### src/rtl/ue_fill_router.sv
module ue_fill_router #(
  parameter int DW    = 64,
  parameter int SLOTS = 8,
  localparam int SW   = (SLOTS > 1) ? $clog2(SLOTS) : 1
) (
  input  logic          clk,
  input  logic          rst_n,
  input  logic          rsp_valid,
  input  logic [SW-1:0] rsp_slot,
  input  logic [DW-1:0] rsp_data,
  input  logic [1:0]    rsp_err,
  input  logic          rsp_cacheable,
  input  logic [1:0]    rsp_kind,
  input  logic          ex_valid,
  input  logic [SW-1:0] ex_slot,
  output logic          fill_valid,
  output logic [DW-1:0] fill_data,
  output logic          l2_fill_mark,
  output logic          l1i_fill_en,
  output logic          l1i_fill_par,
  output logic          l1d_fill_en,
  output logic          l1d_fill_mark,
  output logic          err_inst,
  output logic          err_data
);
  localparam logic [1:0] K_FETCH = 2'd0;
  localparam logic [1:0] K_DWST  = 2'd3;

  logic             ue, fill, is_fetch;
  logic [SLOTS-1:0] poison;
  logic [1:0]       pkind [SLOTS];
  logic             hit;
  logic [1:0]       hkind;

  assign ue       = rsp_err != 2'd0;
  assign fill     = rsp_valid && rsp_cacheable;
  assign is_fetch = rsp_kind == K_FETCH;
  assign hit      = ex_valid && poison[ex_slot];
  assign hkind    = pkind[ex_slot];

  always_ff @(posedge clk) begin
    if (!rst_n) begin
      fill_valid    <= 1'b0;
      fill_data     <= '0;
      l2_fill_mark  <= 1'b0;
      l1i_fill_en   <= 1'b0;
      l1i_fill_par  <= 1'b0;
      l1d_fill_en   <= 1'b0;
      l1d_fill_mark <= 1'b0;
    end else begin
      fill_valid    <= fill;
      fill_data     <= rsp_data;
      l2_fill_mark  <= fill && ue;
      l1i_fill_en   <= fill && is_fetch;
      l1i_fill_par  <= (^rsp_data) ^ (ue && is_fetch);
      l1d_fill_en   <= fill && !is_fetch;
      l1d_fill_mark <= fill && !is_fetch && ue;
    end
  end

  always_ff @(posedge clk) begin
    if (!rst_n) begin
      poison   <= '0;
      err_inst <= 1'b0;
      err_data <= 1'b0;
      for (int i = 0; i < SLOTS; i++) pkind[i] <= K_FETCH;
    end else begin
      err_inst <= hit && hkind == K_FETCH;
      err_data <= hit && hkind != K_FETCH && hkind != K_DWST;
      if (ex_valid) poison[ex_slot] <= 1'b0;
      if (rsp_valid) begin
        poison[rsp_slot] <= ue;
        pkind[rsp_slot]  <= rsp_kind;
      end
    end
  end

  AST_ONE_ERR_CLASS: assert property (@(posedge clk) disable iff (!rst_n)
    $onehot0({err_inst, err_data}));
  AST_ERR_AFTER_EXEC: assert property (@(posedge clk) disable iff (!rst_n)
    (err_inst || err_data) |-> $past(ex_valid));
  AST_FILL_CACHEABLE: assert property (@(posedge clk) disable iff (!rst_n)
    fill_valid |-> $past(rsp_valid && rsp_cacheable));
  AST_UE_MARKED_L2: assert property (@(posedge clk) disable iff (!rst_n)
    (rsp_valid && rsp_cacheable && rsp_err != 2'd0) |=> (fill_valid && l2_fill_mark));
  AST_ONE_L1_TARGET: assert property (@(posedge clk) disable iff (!rst_n)
    fill_valid |-> $onehot({l1i_fill_en, l1d_fill_en}));
  AST_DMARK_NEEDS_DFILL: assert property (@(posedge clk) disable iff (!rst_n)
    l1d_fill_mark |-> (l1d_fill_en && l2_fill_mark));
endmodule

### config.mk
export PLATFORM = sky130hd
export DESIGN_NAME = ue_fill_router
export DESIGN_NICKNAME = d
export VERILOG_FILES = /design/src/rtl/ue_fill_router.sv
export SDC_FILE = /design/constraint.sdc
export NUM_CORES = 1
export LEC_CHECK = 0
export ABC_AREA = 1
export ABC_CLOCK_PERIOD_IN_PS = 1750
export BUFFER_PORTS_ARGS = -buffer_cell sky130_fd_sc_hd__buf_2
export CAP_MARGIN = 20
export CORE_MARGIN = 1
export CORE_UTILIZATION = 45
export CTS_CLUSTER_SIZE = 25
export DETAILED_ROUTE_END_ITERATION = 6
export PLACE_DENSITY = 0.72
export SLEW_MARGIN = 30
export SYNTH_ARGS = -nofsm -noshare
export SYNTH_HDL_FRONTEND = slang
export SYNTH_SLANG_ARGS = --single-unit
### constraint.sdc
create_clock -name clk -period 1.75 [get_ports clk]
set_input_delay 0.35 -clock clk [delete_from_list [all_inputs] [get_ports clk]]
set_output_delay 0.35 -clock clk [all_outputs]
set_load 0.005 [all_outputs]
# Word level (Yosys, flattened, before mapping)

Memory sizes are Yosys's and may differ from the RTL's.
Index checks and enable logic that the tools add are counted.

Bits in registers: 80
Memory bits (writable): 16
Logic and storage cells: 55
Memories: 1

Memories:

| name  | words | width | read ports | clocked after memory_dff | wr ports | RTL line | text |
|---|---|---|---|---|---|---|---|
| pkind | 8     | 2     | 1          | 0                        | 8        | 31       | `logic [1:0] pkind [SLOTS];` |

Magnitude comparators: 4
Equal/unequal tests: 1
Mux-type cells: 17
Bitwise logic cells: 3
Reduce and logical (&&, ||, !) cells: 19

Operators with widths:

| cell                                                       | count |
|---|---|
| XOR reduction 64 bit                                       | 1 |
| two-way mux 8 bit                                          | 3 |
| logical AND 1 bit                                          | 12 |
| AND 8 bit                                                  | 1 |
| bitwise mux 8 bit                                          | 1 |
| less-than comparator 3 x 4 -> 1 bit, second input constant | 2 |
| two-way mux 1 bit                                          | 8 |
| inverter 8 bit                                             | 1 |
| demux 1 bit (select 3 bit)                                 | 2 |
| >= comparator 3 x 1 -> 1 bit, second input constant        | 2 |
| zero test 2 bit                                            | 2 |
| nonzero test 2 bit                                         | 2 |
| binary-select mux 1 bit (select 3 bit)                     | 1 |
| two-way mux 3 bit                                          | 1 |
| two-way mux 2 bit                                          | 1 |
| != test 2 bit, second input constant                       | 1 |
| OR reduction 2 bit                                         | 1 |
| zero test 1 bit                                            | 1 |
| XOR 1 bit                                                  | 1 |

# Logic depth before layout (Yosys ltp)

Gate-level depths: netlist (run 1).

Word-level depth: 10
Gate-level depth with buffers: 17
Gate-level depth less buffers: 17

# Least setup slack after synthesis (run 1)

No wires, ideal clock.

Path type: in2reg
Start point: in rsp_data[8]
End point: reg l1i_fill_par
Setup time: 0.115 ns
Data arrival time: 1.266 ns
Required time: 1.635 ns
Path slack: 0.370 ns
Stages: 16
Buffers on the path: 0
Path through: nand2_1 inv_1 nor2_1 nand2_1 nand2_1 nand2_1 nand2_1 inv_1 nand2_1 nand2_1 nand2_1 nand2_2 inv_1 nand2_1 a21oi_1 nor2_1

Longest elaborated chain between the ends: 2

RTL lines:

| item                 | RTL line | text |
|---|---|---|
| start, declared      | 10       | `input logic [DW-1:0] rsp_data,` |
| XOR reduction 64 bit | 55       | `l1i_fill_par <= (^rsp_data) ^ (ue && is_fetch);` |
| XOR 1 bit            | 55       |  |
| end signal, assigned | 55       |  |
| end, declared        | 20       | `output logic l1i_fill_par,` |

Every way passes these cells.
A chain may end at the register's enable or synchronous reset.

# Final worst setup path (run 1)

Start point: in rsp_data[35]
End point: reg l1i_fill_par

The elaborated chain is that of the path after synthesis.

==> results of run 1 <==
where the power goes:
group | internal (mW) | switching [mW] | leakage (nW)
Sequential | 2.36 | 0.0277 | 0.817
Combinational | 0.357 | 0.562 | 2.87
Clock | 0.671 | 0.793 | 0.0991
sequential cells by signal (all words and copies together), names as in the netlist:
register / flops
err_inst: 1
err_data: 1
fill_data: 64
l1d_fill_mark: 1
l1i_fill_par: 1
fill_valid: 1
l1i_fill_en: 1
poison: 8
pkind: 16
l1d_fill_en: 1
l2_fill_mark: 1
metrics by stage:
stage | cells | worst slack [ps] | instance area, um^2 | hold WS, ps
6_report | 1058 | 444 | 5900 | 198
5_1_grt | 1058 | 188 | 5900 | 189
4_1_cts | 1058 | 449 | 5900 | 178
3_5_place_dp | 1042 | 66.4 | 5710 | 468
3_3_place_gp | 1042 | 83.3 | 5710 | 471
2_1_floorplan | 764 | 370 | 4800 | 448
cells by family after synthesis:
| family | synth area share, % |
|---|---|
| xor+xnor | 2.92 |
| flops | 43.3 |
| simple gates | 37.7 |
| compound gates | 4.40 |
| buf+inv | 11.7 |
synthesized netlist by cell type:
library cell / instances / area [um^2]
buf_2: 1 / 5.00
inv_1: 126 / 473
nor2_1: 41 / 154
xnor2_1: 8 / 70.1
nor3_1: 1 / 5.00
o2111ai_1: 1 / 8.76
buf_1: 3 / 11.3
clkbuf_1: 6 / 22.5
xor2_1: 8 / 70.1
o21a_1: 8 / 60.1
inv_2: 9 / 33.8
o21ai_0: 12 / 60.1
nor3b_1: 1 / 7.51
a21oi_1: 1 / 5.00
edfxtp_1: 16 / 480
nand4_1: 4 / 25.0
nand2_1: 411 / 1540
o2111a_1: 2 / 22.5
dfxtp_1: 80 / 1600
buf_6: 1 / 11.3
o22ai_1: 8 / 50.1
nand2_2: 4 / 25.0
or2_2: 1 / 6.26
o21ai_1: 1 / 5.00
clkinv_1: 1 / 3.75
nand3_1: 9 / 45.0
per-layer routing:
layer / global-route usage (%) / up-vias
met5: 0 / -
met4: 7.34 / 0
met3: 5.01 / 15
met2: 34.0 / 120
met1: 23.1 / 1930
li1: - / 2547
how the worst max path moves through the flow:
stage / start / slack [ps] / endpoint
2_1_floorplan: rsp_data[8] / 370 / l1i_fill_par
3_3_place_gp: rsp_data[35] / 80 / l1i_fill_par
3_5_place_dp: rsp_data[35] / 70 / l1i_fill_par
4_1_cts: rsp_data[35] / 450 / l1i_fill_par
5_1_grt: rsp_data[33] / 190 / l1i_fill_par
6_report: rsp_data[35] / 440 / l1i_fill_par
layout by cell type (no fill, tap or decap), drive strengths merged:
| cell | n |
|---|---|
| a21oi | 1 |
| buf | 153 |
| bufinv | 1 |
| clkbuf | 10 |
| clkinv | 3 |
| dfxtp | 80 |
| edfxtp | 16 |
| inv | 138 |
| nand2 | 415 |
| nand3 | 9 |
| nand4 | 4 |
| nor2 | 41 |
| nor3 | 1 |
| nor3b | 1 |
| o2111a | 2 |
| o2111ai | 1 |
| o21a | 8 |
| o21ai | 13 |
| o22ai | 8 |
| or2 | 1 |
| xnor2 | 8 |
| xor2 | 8 |
area by class of cell:
cell class / instances / area [um^2]
clock buffer: 10 / 128
clock inverter: 6 / 65.1
fill: 1070 / 4420
inverter: 136 / 510
multi-input combinational: 521 / 2160
sequential: 96 / 2080
tap: 136 / 170
timing repair buffer: 153 / 786
worst max-delay path, delay by kind of cell:
family,cells,cell delay [ps]
and+or+nand+nor,10,680
buffers and inverters,1,120
AOI/OAI and AO/OA,1,140
xor gates and xnor gates,1,260
==> out/metrics.cfg, run 1 <==
[synthesis]
seq_area_frac_synth_pct=43.3
synth_warnings=0
avgSynthCellArea_um2=6.29
synth.distinct_cells=26
synth_seq_cells=96
syn_area_um2=4800
synthCells=764
syn-num-nets=843

[global_route]
grt_max_degree=75
track_usage_pct=19.5
grt_pass1_wl_um=17600
first_global_vias=4164
grt-ovfl-total=0
antenna_found_initial=0

[power_and_ir_drop]
cellPowerDensity_nw_per_um2=808
p_leak_nw=3.78
ir_drop_uv=426
power.total_mw=4.77

[setup_path]
worst_path_largest_cell_delay_ps=260
worstPathArrival_ps=1560
crit_slowest_cell=xnor2_1
critPathMaxFanout=3
crit_chain=buf_2, xnor2_1, nand2_1, nand2_1, nand2_1, nand2_1, nand2_1, nand2_1, nand2_1, nand2_1, nand2_1, a21oi_1, nor2_1
startpoint_type=primary input
critPathKind=primary input to flip-flop
r2r_slack_ps=510
reg2reg_depth=5
timing.rr.start=pkind[1][1]
regToRegEndpoint=err_data
cpMostUsedCell=nand2_1
required_ps=2010
endpoint_kind=flip-flop

[clock_tree]
cts_setup_buffers=0
path_clk_slew_ps=90
ctsResizeCount=0
clock_path_buffers=2
clock_sinks=96
root_buffer=clkbuf_8
htreeDepth=3
cts_made_buffers=9
cts_tree=built
postCtsHoldBufs=0
clock_latency_ps=370

[worst_hold_path]
holdPathStages=3
hp-class=primary input to flip-flop
hold_start=rsp_data[24]
holdPathEnd=fill_data[24]

[routing]
drcViolationCount=0
drt_iter0_drc=128
wl_met3_um=718
highest_layer=met4
via_per_inst=4.36
drt_first_pass_iters=4
num_vias=4612
wl_met1_um=4580
wl_um=10200
dr_wl_met2_um=4770
drtAntennaViolNets=0
wl_per_cell_um=9.67

[layout]
nets=996
area_delta_synth_final_pct=22.9
final_util_pct=57.2
n_antenna_cell=0
drive_above_1_share_pct=19.6

[sta]
max_slew_margin_pct=74.5
period_minus_slack_ps=1310
slew_violations=0
fin_tns_setup_ps=0
hold_viol=0
setup_viol=0
tightest_slew_ps=381
rsz0062_at_grt=false
fin_crit_sh_pct=74.6
skew_ps=16.0
clock.fmax_mhz=766

[flow_run]
drv_cap=0

[die]
die_h_um=105
initial_core_util_pct=46.5
row_count=37
core_um2=10300
die_x_um=105
dieArea_um2=11100
num_io_pins=151

[placed_design]
place_congestion=0.818
portBuffers=150
dp_hpwl_um=7850

[outcome]
status=completed

Power figures use the tool's default switching activity.
==> run 2, diff against run 1 <==
ABC_CLOCK_PERIOD_IN_PS = 1050   (was 1750)
PLACE_DENSITY = 0.75   (was 0.72)
clock period = 1.05 ns   (was 1.75 ns; I/O delays follow)
==> out/metrics.cfg, run 2 (same netlist as run 1, synthesis figures left out) <==
[layout]
top_register=fill_data
layout_common_cells=nand2_1, buf_2, inv_1, dfxtp_1, nand2_2
reg.largest.list=fill_data: 64 flops, pkind: 16 flops, poison: 8 flops
nets=1023
final_util_pct=63.3
final_common_cell=nand2_1
fill_cells=943
area_delta_synth_final_pct=36.1
drive_above_1_share_pct=35.2
largest_reg_flops=64
n_antenna_cell=0
fin_area_um2=6540

[clock_tree]
path_clk_slew_ps=90
cts_setup_buffers=0
clock_sinks=96
postCtsHoldBufs=0
cts_made_buffers=9
cts_tree=built
root_buffer=clkbuf_8
clock_path_buffers=2
clock_latency_ps=370
htreeDepth=3

[routing]
wl_um=10900
num_vias=4802
drt_iter0_drc=178
drtAntennaViolNets=0
drt_first_pass_iters=7
wl_per_cell_um=10.1
via_per_inst=4.43
drcViolationCount=0

[global_route]
grt-ovfl-total=0
antenna_found_initial=0
first_global_vias=4286
track_usage_pct=20.2
grt_max_degree=31
grt_pass1_wl_um=18000

[sta]
max_slew_margin_pct=75.7
fin_crit_sh_pct=114
fin_tns_setup_ps=-218
setup_ws_ps=-152
setup_viol=3
clock.fmax_mhz=832
rsz0062_at_grt=true
tightest_slew_ps=365
skew_ps=4.66
hold_viol=0
period_minus_slack_ps=1200
slew_violations=0

[worst_hold_path]
holdPathStages=3
holdPathEnd=fill_data[41]
hold_start=rsp_data[41]
hp-class=primary input to flip-flop

[power_and_ir_drop]
cellPowerDensity_nw_per_um2=1290
p_leak_nw=3.97
power.total_mw=8.41
ir_drop_uv=980

[flow_run]
drv_cap=0

[placed_design]
placed_area_um2=5940
dp_hpwl_um=8340
pre_cts_ws_ps=-485
place_congestion=0.892
portBuffers=150

[setup_path]
critPathMaxFanout=2
timing.rr.start=pkind[4][0]
endpoint_kind=flip-flop
startpoint_type=flip-flop
regToRegEndpoint=err_data
crit_chain=o21a_1, o21ai_1, o2111a_1, nand2_1, nor3b_2
worstPathArrival_ps=1470
r2r_slack_ps=-150
critPathKind=flip-flop to flip-flop
worst_path_largest_cell_delay_ps=390
reg2reg_depth=5
critPathTopFamily=compound AO/OA/AOI/OAI gates
critical_path_buf_inv_count=0
cp.depth=5
required_ps=1320
crit_slowest_cell=edfxtp_1

[die]
num_io_pins=151
die_x_um=105
dieArea_um2=11100
core_um2=10300
initial_core_util_pct=46.5
die_h_um=105
row_count=37

[outcome]
failed_checks=setup timing
status=finished, violations left

==> run 2: worst max-delay path by stage <==
| stage | startpoint | to | slack (ps) |
|---|---|---|---|
| after floorplan | rsp_data[8] | l1i_fill_par | -180 |
| after global placement | rsp_data[35] | l1i_fill_par | -450 |
| after detailed placement | rsp_data[8] | l1i_fill_par | -480 |
| after CTS | pkind[4][0] | err_data | -130 |
| after global routing | pkind[5][1] | err_data | -220 |
| final | pkind[4][0] | err_data | -150 |
==> run 2: worst register-to-register path: cells and delay by family, from the launching register on <==
| family | cells | cell delay [ps] |
|---|---|---|
| compound gates | 3 | 490 |
| flops | 1 | 390 |
| simple gates | 2 | 230 |
==> run 2: timing repair <==
| item | CTS | global route |
|---|---|---|
| endpoints found under the setup margin | 5 | 26 |
| gates resized for setup | 34 | 115 |
| pin swaps | 19 | 51 |
==> run 2: layer usage <==
metal	up-vias	GRT usage (%)	routed length (um)
li1	2601	-	-
met1	2065	23.2	4670
met2	118	34.5	5260
met3	18	7.17	762
met4	0	6.84	214
met5	-	0	0
==> run 2: where the power goes <==
group          leakage, nW  internal, mW  switching [mW]  total, mW
sequential           0.820          3.93          0.0509       3.98
combinational         3.05         0.774            1.08       1.86
clock                0.104          1.31            1.26       2.57
total                 3.97          6.01            2.40       8.41
==> run 2: final cells by class <==
class	count	area [um^2]	share of cell area, %
clock buffers	12	166	2.54
clock inverters	4	50.0	0.765
multi-input cells	521	2480	37.9
well taps	136	170	2.60
repair buffers	180	1060	16.2
inverters	136	515	7.88
flip-flops and latches	96	2090	32.0
==> run 2: through the flow <==
step	cells	hold WS, ps
CTS	1085	30.3
global route	1085	9.84
global placement	1069	437
floorplan	764	308
finish	1085	26.5
detailed placement	1069	437
==> run 3, diff against run 2 <==
--- a/config.mk
+++ b/config.mk
@@ -12,4 +12,5 @@
 export CORE_MARGIN = 1
 export CORE_UTILIZATION = 45
+export CTS_BUF_LIST = sky130_fd_sc_hd__clkbuf_16
 export CTS_CLUSTER_SIZE = 25
 export DETAILED_ROUTE_END_ITERATION = 6
==> constraint.sdc (replaced) <==
create_clock -name clk -period 1.05 [get_ports clk]
set_input_delay 0.21 -clock clk [delete_from_list [all_inputs] [get_ports clk]]
set_output_delay 0.21 -clock clk [all_outputs]
set_load 0.1 [all_outputs]
==> out/metrics.cfg, run 3 (same netlist as run 1, synthesis figures left out) <==
[setup_path]
crit_chain=o21a_1, o21ai_2, o2111a_1, nand2_1, nor3b_2
worstPathArrival_ps=1440
critPathMaxFanout=2
critPathKind=flip-flop to flip-flop
startpoint_type=flip-flop
worst_path_largest_cell_delay_ps=390
endpoint_kind=flip-flop
crit_slowest_cell=edfxtp_1
required_ps=1280

[power_and_ir_drop]
cellPowerDensity_nw_per_um2=1380
p_leak_nw=4.31
power.total_mw=10.5
ir_drop_uv=906

[layout]
drive_above_1_share_pct=36.6
largest_reg_flops=64
layout_common_cells=nand2_1, inv_1, dfxtp_2, buf_12, buf_2
fin_cells=1087
final_common_cell=nand2_1
area_delta_synth_final_pct=58.9
top_register=fill_data
nets=1025
reg.largest.list=fill_data: 64 flops, pkind: 16 flops, poison: 8 flops
fin_area_um2=7640
n_antenna_cell=0

[placed_design]
placed_area_um2=7110
place_congestion=0.899
portBuffers=150
numPlacedInstances=1071
dp_hpwl_um=9410

[clock_tree]
cts_setup_buffers=0
root_buffer=clkbuf_16
clock_sinks=96
htreeDepth=3
path_clk_slew_ps=70
clock_latency_ps=340
cts_tree=built
cts_made_buffers=9
clock_path_buffers=2

[die]
die_x_um=105
row_count=37
num_io_pins=151
initial_core_util_pct=46.5
dieArea_um2=11100
core_um2=10300
die_h_um=105

[sta]
period_minus_slack_ps=1210
fin_tns_setup_ps=-1080
rsz0062_at_grt=true
tightest_slew_ps=345
slew_violations=0
hold_viol=0
setup_ws_ps=-165
max_slew_margin_pct=77.0
skew_ps=1.62
fin_crit_sh_pct=116
clock.fmax_mhz=823
setup_viol=74

[routing]
via_per_inst=4.59
wl_um=12300
drt_iter0_drc=172
drcViolationCount=0
drt_first_pass_iters=4
wl_per_cell_um=11.4
num_vias=4992
drtAntennaViolNets=0

[flow_run]
drv_cap=0

[outcome]
status=finished, violations left
failed_checks=setup timing

[worst_hold_path]
hp-class=primary input to flip-flop

[global_route]
grt_max_degree=28
antenna_found_initial=0
grt-ovfl-total=0
first_global_vias=4780
grt_pass1_wl_um=20400
track_usage_pct=23.1

run 3: cell count changes in the layout (fill, tap and decap cells not counted), moves of 9 or more:
| cell | previous run | this run |
|---|---|---|
| nand2_1 | 347 | 376 |
| buf_12 | 1 | 72 |
| clkbuf_8 | 10 | 0 |
| dfxtp_1 | 71 | 8 |
| nand2_2 | 66 | 37 |
| inv_2 | 37 | 24 |
| clkbuf_16 | 1 | 10 |
| buf_2 | 134 | 65 |
| inv_1 | 96 | 111 |
| dfxtp_2 | 9 | 72 |
run 3: through the flow:
step	hold slack, ps	setup slack, ps	util (%)
2_1_floorplan	308	-177	-
3_3_place_gp	421	-450	68.9
3_5_place_dp	440	-497	68.9
4_1_cts	46.9	-134	73.3
5_1_grt	55.8	-245	74.0
6_report	59.2	-165	74.0
run 3: critical path: cells and delay by family (launching register included):
kind	cells	cell delay, ps
AO/OA/AOI/OAI	3	500
flip-flops	1	390
AND/OR/NAND/NOR	2	220
run 3: per-layer routing:
metal | track usage [%] | part of all wire [%]
met5 | 0 | 0
met4 | 9.96 | 2.7
met3 | 7.11 | 6.7
met2 | 43.0 | 52
met1 | 23.6 | 39
run 3: final timing paths:
kind / end / from / slack [ps] / cells after the start
setup reg to reg: err_data / pkind[1][1] / -160 / 5
hold reg to reg: poison[0] / poison[0] / 480 / 2
hold / removal: fill_data[23] / rsp_data[23] / 60 / 3
setup / recovery: err_data / pkind[1][1] / -160 / 5
run 3: layout make-up:
class / instances / area [um^2]
inverter: 136 / 513
fill: 761 / 2690
multi-input combinational: 521 / 2360
clock buffer: 10 / 250
sequential: 96 / 2170
tap: 136 / 170
timing repair buffer: 182 / 2140
clock inverter: 6 / 33.8
run 3: power by group:
group          internal [mW]  total [mW]  switching, mW
combinational           1.19        3.30           2.11
clock                   1.73        3.10           1.37
sequential              3.97        4.11          0.140
total                   6.89        10.5           3.62
run 3: repair_timing:
item	CTS	global route
pin swaps	36	9
setup endpoints to repair	75	75
hold buffers	0	0
resized for setup	67	22
